$ cat src/rtl/axsm_pkg.sv
package axsm_pkg;

   typedef enum logic [2:0] {
      RSN_NONE  = 3'd0,
      RSN_FIXED = 3'd1,
      RSN_SHAPE = 3'd2,
      RSN_CROSS = 3'd3,
      RSN_EXCL  = 3'd4,
      RSN_ALIGN = 3'd5
   } reason_e;

   localparam logic [1:0] BT_FIXED = 2'b00;
   localparam logic [1:0] BT_INCR  = 2'b01;
   localparam logic [1:0] BT_WRAP  = 2'b10;

endpackage

$ cat src/rtl/axsm_rule_eval.sv
module axsm_rule_eval
   import axsm_pkg::*;
#(
   parameter int ADDR_W     = 32,
   parameter int LEN_W      = 4,
   parameter int LINE_BYTES = 64,
   parameter int WIDE_SIZE  = 4
) (
   input  logic [ADDR_W-1:0] addr,
   input  logic [LEN_W-1:0]  len,
   input  logic [2:0]        size,
   input  logic [1:0]        burst,
   input  logic              lock,
   output reason_e           reason
);

   localparam int LINE_LOG2  = $clog2(LINE_BYTES);
   localparam int WIDE_BEATS = LINE_BYTES >> WIDE_SIZE;
   localparam int BEATS_W    = LEN_W + 1;
   localparam int TOT_W      = LEN_W + 8;

   logic [BEATS_W-1:0] beats;
   logic [TOT_W-1:0]   bytes_tot;
   logic [TOT_W-1:0]   end_off;
   logic               single;
   logic               wide;
   logic               pow2_beats;
   logic               shape_bad;
   logic               cross_bad;
   logic               excl_bad;
   logic [7:0]         low_bad;
   logic               align_bad;

   assign beats      = {1'b0, len} + {{LEN_W{1'b0}}, 1'b1};
   assign single     = (len == '0);
   assign wide       = (size == 3'(WIDE_SIZE));
   assign pow2_beats = ((beats & {1'b0, len}) == '0);
   assign bytes_tot  = TOT_W'(beats) << size;
   assign end_off    = TOT_W'(addr[LINE_LOG2-1:0]) + bytes_tot;

   // shape rules per burst type
   always_comb begin
      unique case (burst)
         BT_FIXED: shape_bad = 1'b0;
         BT_INCR:  shape_bad = single ? (size > 3'(WIDE_SIZE))
                                      : !(wide && pow2_beats &&
                                          (beats <= BEATS_W'(WIDE_BEATS)));
         BT_WRAP:  shape_bad = !(wide && (beats == BEATS_W'(WIDE_BEATS)));
         default:  shape_bad = 1'b1;
      endcase
   end

   assign cross_bad = (burst == BT_INCR) && (end_off > TOT_W'(LINE_BYTES));
   assign excl_bad  = lock && !((burst == BT_INCR) && single);

   // one comparator per possible low address bit
   for (genvar b = 0; b < 8; b++) begin : g_align
      assign low_bad[b] = addr[b] & (3'(b) < size);
   end
   assign align_bad = |low_bad;

   always_comb begin
      if (burst == BT_FIXED)  reason = RSN_FIXED;
      else if (shape_bad)     reason = RSN_SHAPE;
      else if (cross_bad)     reason = RSN_CROSS;
      else if (excl_bad)      reason = RSN_EXCL;
      else if (align_bad)     reason = RSN_ALIGN;
      else                    reason = RSN_NONE;
   end

endmodule

$ cat src/rtl/axsm_sat_cnt.sv
module axsm_sat_cnt #(
   parameter int W = 16
) (
   input  logic         clk,
   input  logic         rst,
   input  logic         inc,
   output logic [W-1:0] cnt
);

   localparam logic [W-1:0] TOP = '1;

   logic [W-1:0] cnt_q;

   always_ff @(posedge clk) begin
      if (rst)                      cnt_q <= '0;
      else if (inc && cnt_q != TOP) cnt_q <= cnt_q + 1'b1;
   end

   assign cnt = cnt_q;

   AST_CNT_HOLD_TOP: assert property (@(posedge clk) disable iff (rst)
      cnt_q == TOP |=> cnt_q == TOP);
   AST_CNT_STEP: assert property (@(posedge clk) disable iff (rst)
      inc && cnt_q != TOP |=> cnt_q == $past(cnt_q) + 1'b1);

endmodule

$ cat src/rtl/axsm_channel.sv
module axsm_channel
   import axsm_pkg::*;
#(
   parameter int ADDR_W     = 32,
   parameter int LEN_W      = 4,
   parameter int LINE_BYTES = 64,
   parameter int WIDE_SIZE  = 4,
   parameter int CNT_W      = 16
) (
   input  logic              clk,
   input  logic              rst,
   input  logic              valid,
   input  logic              ready,
   input  logic [ADDR_W-1:0] addr,
   input  logic [LEN_W-1:0]  len,
   input  logic [2:0]        size,
   input  logic [1:0]        burst,
   input  logic              lock,
   input  logic [3:0]        cache,
   input  logic              priv,
   output logic              chk,
   output logic              err,
   output logic [2:0]        code,
   output logic [ADDR_W-1:0] o_addr,
   output logic [3:0]        o_cache,
   output logic              o_priv,
   output logic [CNT_W-1:0]  chk_cnt,
   output logic [CNT_W-1:0]  err_cnt
);

   logic              hs;
   logic              bad;
   reason_e           reason;
   logic              chk_q, err_q, priv_q;
   reason_e           code_q;
   logic [ADDR_W-1:0] addr_q;
   logic [3:0]        cache_q;

   assign hs  = valid & ready;
   assign bad = (reason != RSN_NONE);

   axsm_rule_eval #(
      .ADDR_W(ADDR_W), .LEN_W(LEN_W),
      .LINE_BYTES(LINE_BYTES), .WIDE_SIZE(WIDE_SIZE)
   ) u_eval (
      .addr(addr), .len(len), .size(size), .burst(burst),
      .lock(lock), .reason(reason)
   );

   always_ff @(posedge clk) begin
      if (rst) begin
         chk_q   <= 1'b0;
         err_q   <= 1'b0;
         code_q  <= RSN_NONE;
         addr_q  <= '0;
         cache_q <= '0;
         priv_q  <= 1'b0;
      end else begin
         chk_q <= hs;
         err_q <= hs && bad;
         if (hs) begin
            code_q  <= reason;
            addr_q  <= addr;
            cache_q <= cache;
            priv_q  <= priv;
         end
      end
   end

   axsm_sat_cnt #(.W(CNT_W)) u_chk_cnt (
      .clk(clk), .rst(rst), .inc(hs), .cnt(chk_cnt)
   );
   axsm_sat_cnt #(.W(CNT_W)) u_err_cnt (
      .clk(clk), .rst(rst), .inc(hs && bad), .cnt(err_cnt)
   );

   assign chk     = chk_q;
   assign err     = err_q;
   assign code    = code_q;
   assign o_addr  = addr_q;
   assign o_cache = cache_q;
   assign o_priv  = priv_q;

   AST_ERR_WITH_CHK: assert property (@(posedge clk) disable iff (rst)
      err_q |-> chk_q);
   AST_PULSE_AFTER_HS: assert property (@(posedge clk) disable iff (rst)
      hs |=> chk_q);
   AST_IDLE_HOLDS_COUNT: assert property (@(posedge clk) disable iff (rst)
      !hs |=> $stable(chk_cnt));
   AST_FIXED_FIRST: assert property (@(posedge clk) disable iff (rst)
      hs && burst == BT_FIXED |=> code_q == RSN_FIXED);
   AST_ERR_LE_CHK: assert property (@(posedge clk) disable iff (rst)
      err_cnt <= chk_cnt);

endmodule

$ cat src/rtl/axi_subset_monitor.sv
module axi_subset_monitor #(
   parameter int ADDR_W     = 32,
   parameter int LEN_W      = 4,
   parameter int LINE_BYTES = 64,
   parameter int WIDE_SIZE  = 4,
   parameter int CNT_W      = 16
) (
   input  logic              clk,
   input  logic              rst,
   input  logic              ar_valid,
   input  logic              ar_ready,
   input  logic [ADDR_W-1:0] ar_addr,
   input  logic [LEN_W-1:0]  ar_len,
   input  logic [2:0]        ar_size,
   input  logic [1:0]        ar_burst,
   input  logic              ar_lock,
   input  logic [3:0]        ar_cache,
   input  logic              ar_priv,
   input  logic              aw_valid,
   input  logic              aw_ready,
   input  logic [ADDR_W-1:0] aw_addr,
   input  logic [LEN_W-1:0]  aw_len,
   input  logic [2:0]        aw_size,
   input  logic [1:0]        aw_burst,
   input  logic              aw_lock,
   input  logic [3:0]        aw_cache,
   input  logic              aw_priv,
   output logic              rd_chk,
   output logic              rd_err,
   output logic [2:0]        rd_code,
   output logic [ADDR_W-1:0] rd_addr,
   output logic [3:0]        rd_cache,
   output logic              rd_priv,
   output logic [CNT_W-1:0]  rd_chk_cnt,
   output logic [CNT_W-1:0]  rd_err_cnt,
   output logic              wr_chk,
   output logic              wr_err,
   output logic [2:0]        wr_code,
   output logic [ADDR_W-1:0] wr_addr,
   output logic [3:0]        wr_cache,
   output logic              wr_priv,
   output logic [CNT_W-1:0]  wr_chk_cnt,
   output logic [CNT_W-1:0]  wr_err_cnt
);

   localparam int LINE_LOG2 = $clog2(LINE_BYTES);
   localparam int NCH       = 2;

   initial begin
      assert ((1 << LINE_LOG2) == LINE_BYTES)
         else $error("LINE_BYTES must be a power of two");
      assert (WIDE_SIZE >= 0 && WIDE_SIZE <= 7)
         else $error("WIDE_SIZE must be a size code 0..7");
      assert (LINE_BYTES >= (1 << WIDE_SIZE))
         else $error("line must hold at least one wide beat");
      assert (ADDR_W >= 8 && ADDR_W >= LINE_LOG2)
         else $error("ADDR_W too narrow");
      assert (CNT_W >= 2 && LEN_W >= 1)
         else $error("CNT_W or LEN_W too small");
   end

   // index 0: read channel, index 1: write channel
   logic [NCH-1:0]             v_a, r_a, lk_a, pv_a;
   logic [NCH-1:0][ADDR_W-1:0] ad_a;
   logic [NCH-1:0][LEN_W-1:0]  ln_a;
   logic [NCH-1:0][2:0]        sz_a;
   logic [NCH-1:0][1:0]        bt_a;
   logic [NCH-1:0][3:0]        ca_a;

   logic [NCH-1:0]             chk_o, err_o, pv_o;
   logic [NCH-1:0][2:0]        code_o;
   logic [NCH-1:0][ADDR_W-1:0] ad_o;
   logic [NCH-1:0][3:0]        ca_o;
   logic [NCH-1:0][CNT_W-1:0]  cc_o, ec_o;

   assign v_a  = {aw_valid, ar_valid};
   assign r_a  = {aw_ready, ar_ready};
   assign lk_a = {aw_lock,  ar_lock};
   assign pv_a = {aw_priv,  ar_priv};
   assign ad_a = {aw_addr,  ar_addr};
   assign ln_a = {aw_len,   ar_len};
   assign sz_a = {aw_size,  ar_size};
   assign bt_a = {aw_burst, ar_burst};
   assign ca_a = {aw_cache, ar_cache};

   for (genvar c = 0; c < NCH; c++) begin : g_ch
      axsm_channel #(
         .ADDR_W(ADDR_W), .LEN_W(LEN_W), .LINE_BYTES(LINE_BYTES),
         .WIDE_SIZE(WIDE_SIZE), .CNT_W(CNT_W)
      ) u_ch (
         .clk(clk), .rst(rst),
         .valid(v_a[c]), .ready(r_a[c]), .addr(ad_a[c]), .len(ln_a[c]),
         .size(sz_a[c]), .burst(bt_a[c]), .lock(lk_a[c]),
         .cache(ca_a[c]), .priv(pv_a[c]),
         .chk(chk_o[c]), .err(err_o[c]), .code(code_o[c]),
         .o_addr(ad_o[c]), .o_cache(ca_o[c]), .o_priv(pv_o[c]),
         .chk_cnt(cc_o[c]), .err_cnt(ec_o[c])
      );
   end

   assign rd_chk     = chk_o[0];
   assign rd_err     = err_o[0];
   assign rd_code    = code_o[0];
   assign rd_addr    = ad_o[0];
   assign rd_cache   = ca_o[0];
   assign rd_priv    = pv_o[0];
   assign rd_chk_cnt = cc_o[0];
   assign rd_err_cnt = ec_o[0];
   assign wr_chk     = chk_o[1];
   assign wr_err     = err_o[1];
   assign wr_code    = code_o[1];
   assign wr_addr    = ad_o[1];
   assign wr_cache   = ca_o[1];
   assign wr_priv    = pv_o[1];
   assign wr_chk_cnt = cc_o[1];
   assign wr_err_cnt = ec_o[1];

endmodule

$ cat config.mk
export PLATFORM = sky130hd
export DESIGN_NAME = axi_subset_monitor
export DESIGN_NICKNAME = d
export VERILOG_FILES = /design/src/rtl/axsm_pkg.sv /design/src/rtl/axsm_rule_eval.sv /design/src/rtl/axsm_sat_cnt.sv /design/src/rtl/axsm_channel.sv /design/src/rtl/axi_subset_monitor.sv
export SDC_FILE = /design/constraint.sdc
export NUM_CORES = 1
export LEC_CHECK = 0
export BUFFER_PORTS_ARGS = -buffer_cell sky130_fd_sc_hd__buf_2
export CORE_MARGIN = 2
export CORE_UTILIZATION = 55
export CTS_CLUSTER_SIZE = 14
export DETAILED_ROUTE_END_ITERATION = 16
export HOLD_SLACK_MARGIN = 0.06
export PLACE_DENSITY = 0.85
export REMOVE_ABC_BUFFERS = 1
export SETUP_SLACK_MARGIN = 0.1
export SLEW_MARGIN = 20
export SYNTH_ARGS = -nofsm -noshare
export SYNTH_HDL_FRONTEND = slang
export SYNTH_SLANG_ARGS = --single-unit
$ cat constraint.sdc
create_clock -name clk -period 6.76 [get_ports clk]
set_input_delay 1.352 -clock clk [delete_from_list [all_inputs] [get_ports clk]]
set_output_delay 1.352 -clock clk [all_outputs]
set_load 0.02 [all_outputs]
==> parameters.txt <==
Parameter                              Value

Flow run
  Reported max-cap violation count    0

Timing
  Final worst clock skew    0.007934 ns
  Highest clock rate    0.1899 GHz
  Final worst setup slack    1.493 ns
  Rel. slew slack    0.4798
  Setup repair after global routing missed its margin    no
  Tightest Pin Transition    0.7804 ns
  Count of pins over their slew limit    0
  Count of endpoints failing hold in the final timing report    0
  Finish-stage setup viols    0
  Period Utilization, post-route    0.7792
  Sum Neg Setup Slack    0 ns
  Post-layout minimum cycle time    5.267 ns

Global route
  Global routing's busiest layer    met2
  Vias in the first global route    6,601
  Met2 capacity usage during global routing    0.4385
  Number of antenna violations at the first check in global routing    0
  Maximum number of pins on one net before global-route repair    76
  M1 GR Usage    0.3284
  Fraction of met3 tracks used by global routing    0.07853
  Total congestion overflow    0
  All-Layer GR Usage    0.2653
  Global-route wire length before repair    32,000 um

Routing
  Detailed-router iteration count before antenna repair    5
  ANT nets after route    0
  Via count    7,680
  Routed wire per std cell    14.75 um
  Average vias per placed instance    5.509
  Starting DRT DRC Count    594
  Sum of routed wire length over all layers    20,560 um
  Number of DRC violations after detailed routing    0

Pwr
  Worst vdd rail ir drop    184.4 uV
  Pint    1.562 mW
  Total net switching power    0.5798 mW
  Power density normalized to cell area    223.7 mW/mm^2
  Combinational share of power    0.151
  Portion of total power attributed to the clock network    0.423
  Switching fraction of total power    0.2707
  Share of total power in sequential cells    0.426
  Pleak    4.227 nW

Clocking
  Clock tree root driver cell    sky130_fd_sc_hd__clkbuf_16
  Skew-Pair Late Insertion Delay    0.42 ns
  Reg clk slew, reported paths    0.06 ns
  CTS tree    yes
  Setup repair bufs after CTS    0
  Number of H-tree levels    4
  Number of hold buffers added after CTS    0
  Number of gates resized after CTS    0
  Number of clock sinks    148
  Number of buffers added by the clock tree synthesis step    17
  Max Buffers Root-to-Sink    2

Die
  Die Span Y    122.4 um
  Starting Density    0.5600
  Io pins    248
  Site row count    43
  Horizontal extent of the die    122.4 um
  Die ar.    0.01499 sq mm
  Area of the core region    0.01377 sq mm

Critical path
  Maximum net fanout on the critical path    19
  Class of the most critical setup path    in -> reg
  Depth of the worst register-to-register path    9
  Critical path's slowest cell    sky130_fd_sc_hd__a222oi_1
  Startpoint type of the worst setup path    input port
  Cell breakdown of the critical path    buf_2 -> ha_1 -> inv_1 -> ha_1 -> nand2b_1 -> nand2_1 -> nor2_1 -> a31oi_1 -> nor2_1 -> ha_1 -> a21o_1 -> a21oi_1 -> o21ai_0 -> a32o_1 -> a222oi_1 -> a31oi_2 -> o21ai_4 -> nor3_1 -> xnor2_1 -> nor2_1
  Crit path DAT    5.54 ns
  Max incr delay on CP    0.50 ns
  Register-to-Register Setup Slack    4.24 ns
  Capturing element type of the critical path    flop
  Worst endpoint required time    7.04 ns
  End of the worst register-to-register path    g_ch[1].u_ch.u_err_cnt.cnt[8]
  Start of the worst register-to-register path    g_ch[1].u_ch.u_err_cnt.cnt[8]

Cells and area
  Leading cell type in the layout, fill and taps excluded    sky130_fd_sc_hd__buf_2
  Post-Layout Cell Count    1,394
  Commonest cells after routing, fill and taps aside    sky130_fd_sc_hd__buf_2 (246), sky130_fd_sc_hd__nand2_1 (206), sky130_fd_sc_hd__dfxtp_1 (148), sky130_fd_sc_hd__a21oi_1 (118), sky130_fd_sc_hd__nor2_1 (86)
  Nets@finish    1,332
  Syn-to-layout area delta    24.11%
  Sequential cell area    0.002963 sq mm
  Antenna diodes    0
  Ratio of cells with drive above 1 in the final layout    0.2603
  Area occupied by multi-input gates    0.004447 sq mm
  Count of fill cells added during filler insertion    1,137

Placement
  Detailed-placement wirelength estimate    15,290 um
  Routability congestion estimate    0.9396
  Pre-CTS setup slack    1.159 ns
  Placed Cells    1,363
  Count of port buffers added during placement    247

Logic synthesis
  Number of warnings reported in the yosys synthesis log    0
  Share of flip-flops with an asynchronous set or reset    0
  Cell taking the most area after synthesis    sky130_fd_sc_hd__dfxtp_1
  Seq/Total Area, Yosys    0.3842
  Top_reg_cell synth    sky130_fd_sc_hd__dfxtp_1
  FF+latch count, synth    148
  Netlist Area Pre-Place    0.007712 sq mm
  Top post-synthesis cells by area    sky130_fd_sc_hd__dfxtp_1 (38%), sky130_fd_sc_hd__nand2_1 (10%), sky130_fd_sc_hd__a21oi_1 (7.7%)
  Fraction of synthesized cell area taken by the top area cell type    0.3842
  Post-synthesis instance total    977
  Number of enable-type register cells in the synthesized netlist    0
  Post-synthesis area per instance    7.894 sq um
  Number of distinct library cell variants in the gate-level netlist after synthesis    83

Worst hold path
  Worst Hold End    g_ch[0].u_ch.code[2]
  Worst hold path type    reg -> reg
  Depth of the worst hold-timing path    2
  Hold Path Origin    g_ch[0].u_ch.code[2]

Status
  Outcome    complete, no violations
power by group through the flow:
stage / combinational [mW] / sequential (mW) / clock, mW
3_5_place_dp: 0.320 / 0.932 / 0
5_1_grt: 0.357 / 0.916 / 0.963
2_1_floorplan: 0.163 / 0.963 / 0
6_report: 0.324 / 0.913 / 0.905
4_1_cts: 0.322 / 0.913 / 0.920
3_3_place_gp: 0.317 / 0.931 / 0
registers in the layout, summed over array words and instances (netlist names):
signal and flops:
g_ch.u_ch.u_chk_cnt.cnt 32, g_ch.u_ch.err 2, g_ch.u_ch.o_cache 8, g_ch.u_ch.u_err_cnt.cnt 32, g_ch.u_ch.chk 2, g_ch.u_ch.o_addr 64
g_ch.u_ch.o_priv 2, g_ch.u_ch.code 6
cells by family after synthesis:
| logic type | synth area share |
|---|---|
| and+or+nand+nor | 0.2729 |
| AOI/OAI and AO/OA | 0.1781 |
| DFF | 0.3842 |
| buffers and inverters | 0.03926 |
| xor gates and xnor gates | 0.05451 |
| adders and majority gates | 0.05062 |
| muxes | 0.02044 |
stage by stage:
step / cell area (sq um) / total power, mW / util / hold slack [ns]
finish: 9572 / 2.142 / 0.6949 / 0.4468
global route: 9572 / 2.236 / 0.6949 / 0.4661
CTS: 9572 / 2.155 / 0.6949 / 0.4496
detailed placement: 9009 / 1.252 / 0.6541 / 0.4410
global placement: 9009 / 1.247 / 0.6541 / 0.4383
floorplan: 7500 / 1.126 / - / 0.5241
metal layers:
layer	share of wire	vias to the layer above
li1	-	3847
met1	0.43	3562
met2	0.48	239
met3	0.070	32
met4	0.021	0
met5	0	-
Yosys cell counts, types with 4 or more instances:
cell                       number
sky130_fd_sc_hd__and2_1         8
sky130_fd_sc_hd__nand3_1       32
sky130_fd_sc_hd__mux2i_1        6
sky130_fd_sc_hd__a21oi_1      118
sky130_fd_sc_hd__xnor2_1       25
sky130_fd_sc_hd__dfxtp_1      148
sky130_fd_sc_hd__nand2_1      206
sky130_fd_sc_hd__nor2b_1        7
sky130_fd_sc_hd__and3_1        15
sky130_fd_sc_hd__ha_1          28
sky130_fd_sc_hd__clkbuf_1      31
sky130_fd_sc_hd__o22ai_1        4
sky130_fd_sc_hd__o221ai_1       4
sky130_fd_sc_hd__xor2_1        23
sky130_fd_sc_hd__mux2_2         4
sky130_fd_sc_hd__o211ai_1       4
sky130_fd_sc_hd__and4_1         7
sky130_fd_sc_hd__nor3_1        14
sky130_fd_sc_hd__buf_1          8
sky130_fd_sc_hd__nand4_1       12
sky130_fd_sc_hd__a21o_1         6
sky130_fd_sc_hd__nor4_1         5
sky130_fd_sc_hd__inv_1         24
sky130_fd_sc_hd__or3_1         23
sky130_fd_sc_hd__o21ai_0       29
sky130_fd_sc_hd__a31oi_1        7
sky130_fd_sc_hd__nor2_1        86
sky130_fd_sc_hd__nand2b_1       8
sky130_fd_sc_hd__o21a_1         7
worst max-delay path, delay by kind of cell:
family                   cells  cell delay (ns)
AO/OA/AOI/OAI                8             2.25
XOR/XNOR                     1             0.18
adder cells (fa/ha/maj)      3             1.00
buffers and inverters        2             0.22
AND/OR/NAND/NOR              6             0.54
worst max-delay path by stage:
stage,slack (ns),startpoint,end
2_1_floorplan,1.88,ar_len[0],g_ch[0].u_ch.u_err_cnt.cnt[15]
3_3_place_gp,1.31,ar_len[0],g_ch[0].u_ch.u_err_cnt.cnt[5]
4_1_cts,1.58,ar_len[0],g_ch[0].u_ch.u_err_cnt.cnt[10]
5_1_grt,1.14,ar_len[0],g_ch[0].u_ch.u_err_cnt.cnt[10]
3_5_place_dp,1.16,ar_len[0],g_ch[0].u_ch.u_err_cnt.cnt[10]
6_report,1.49,ar_len[0],g_ch[0].u_ch.u_err_cnt.cnt[10]
layout make-up:
type,count,share of cell area
Multi-Input combinational cell,758,0.4646
Sequential cell,148,0.3095
Timing Repair Buffer,253,0.1341
Clock buffer,20,0.04562
Tap cell,180,0.02353
Clock inverter,11,0.01320
Inverter,24,0.009412
Note: power is estimated with default switching activity, not from simulation.
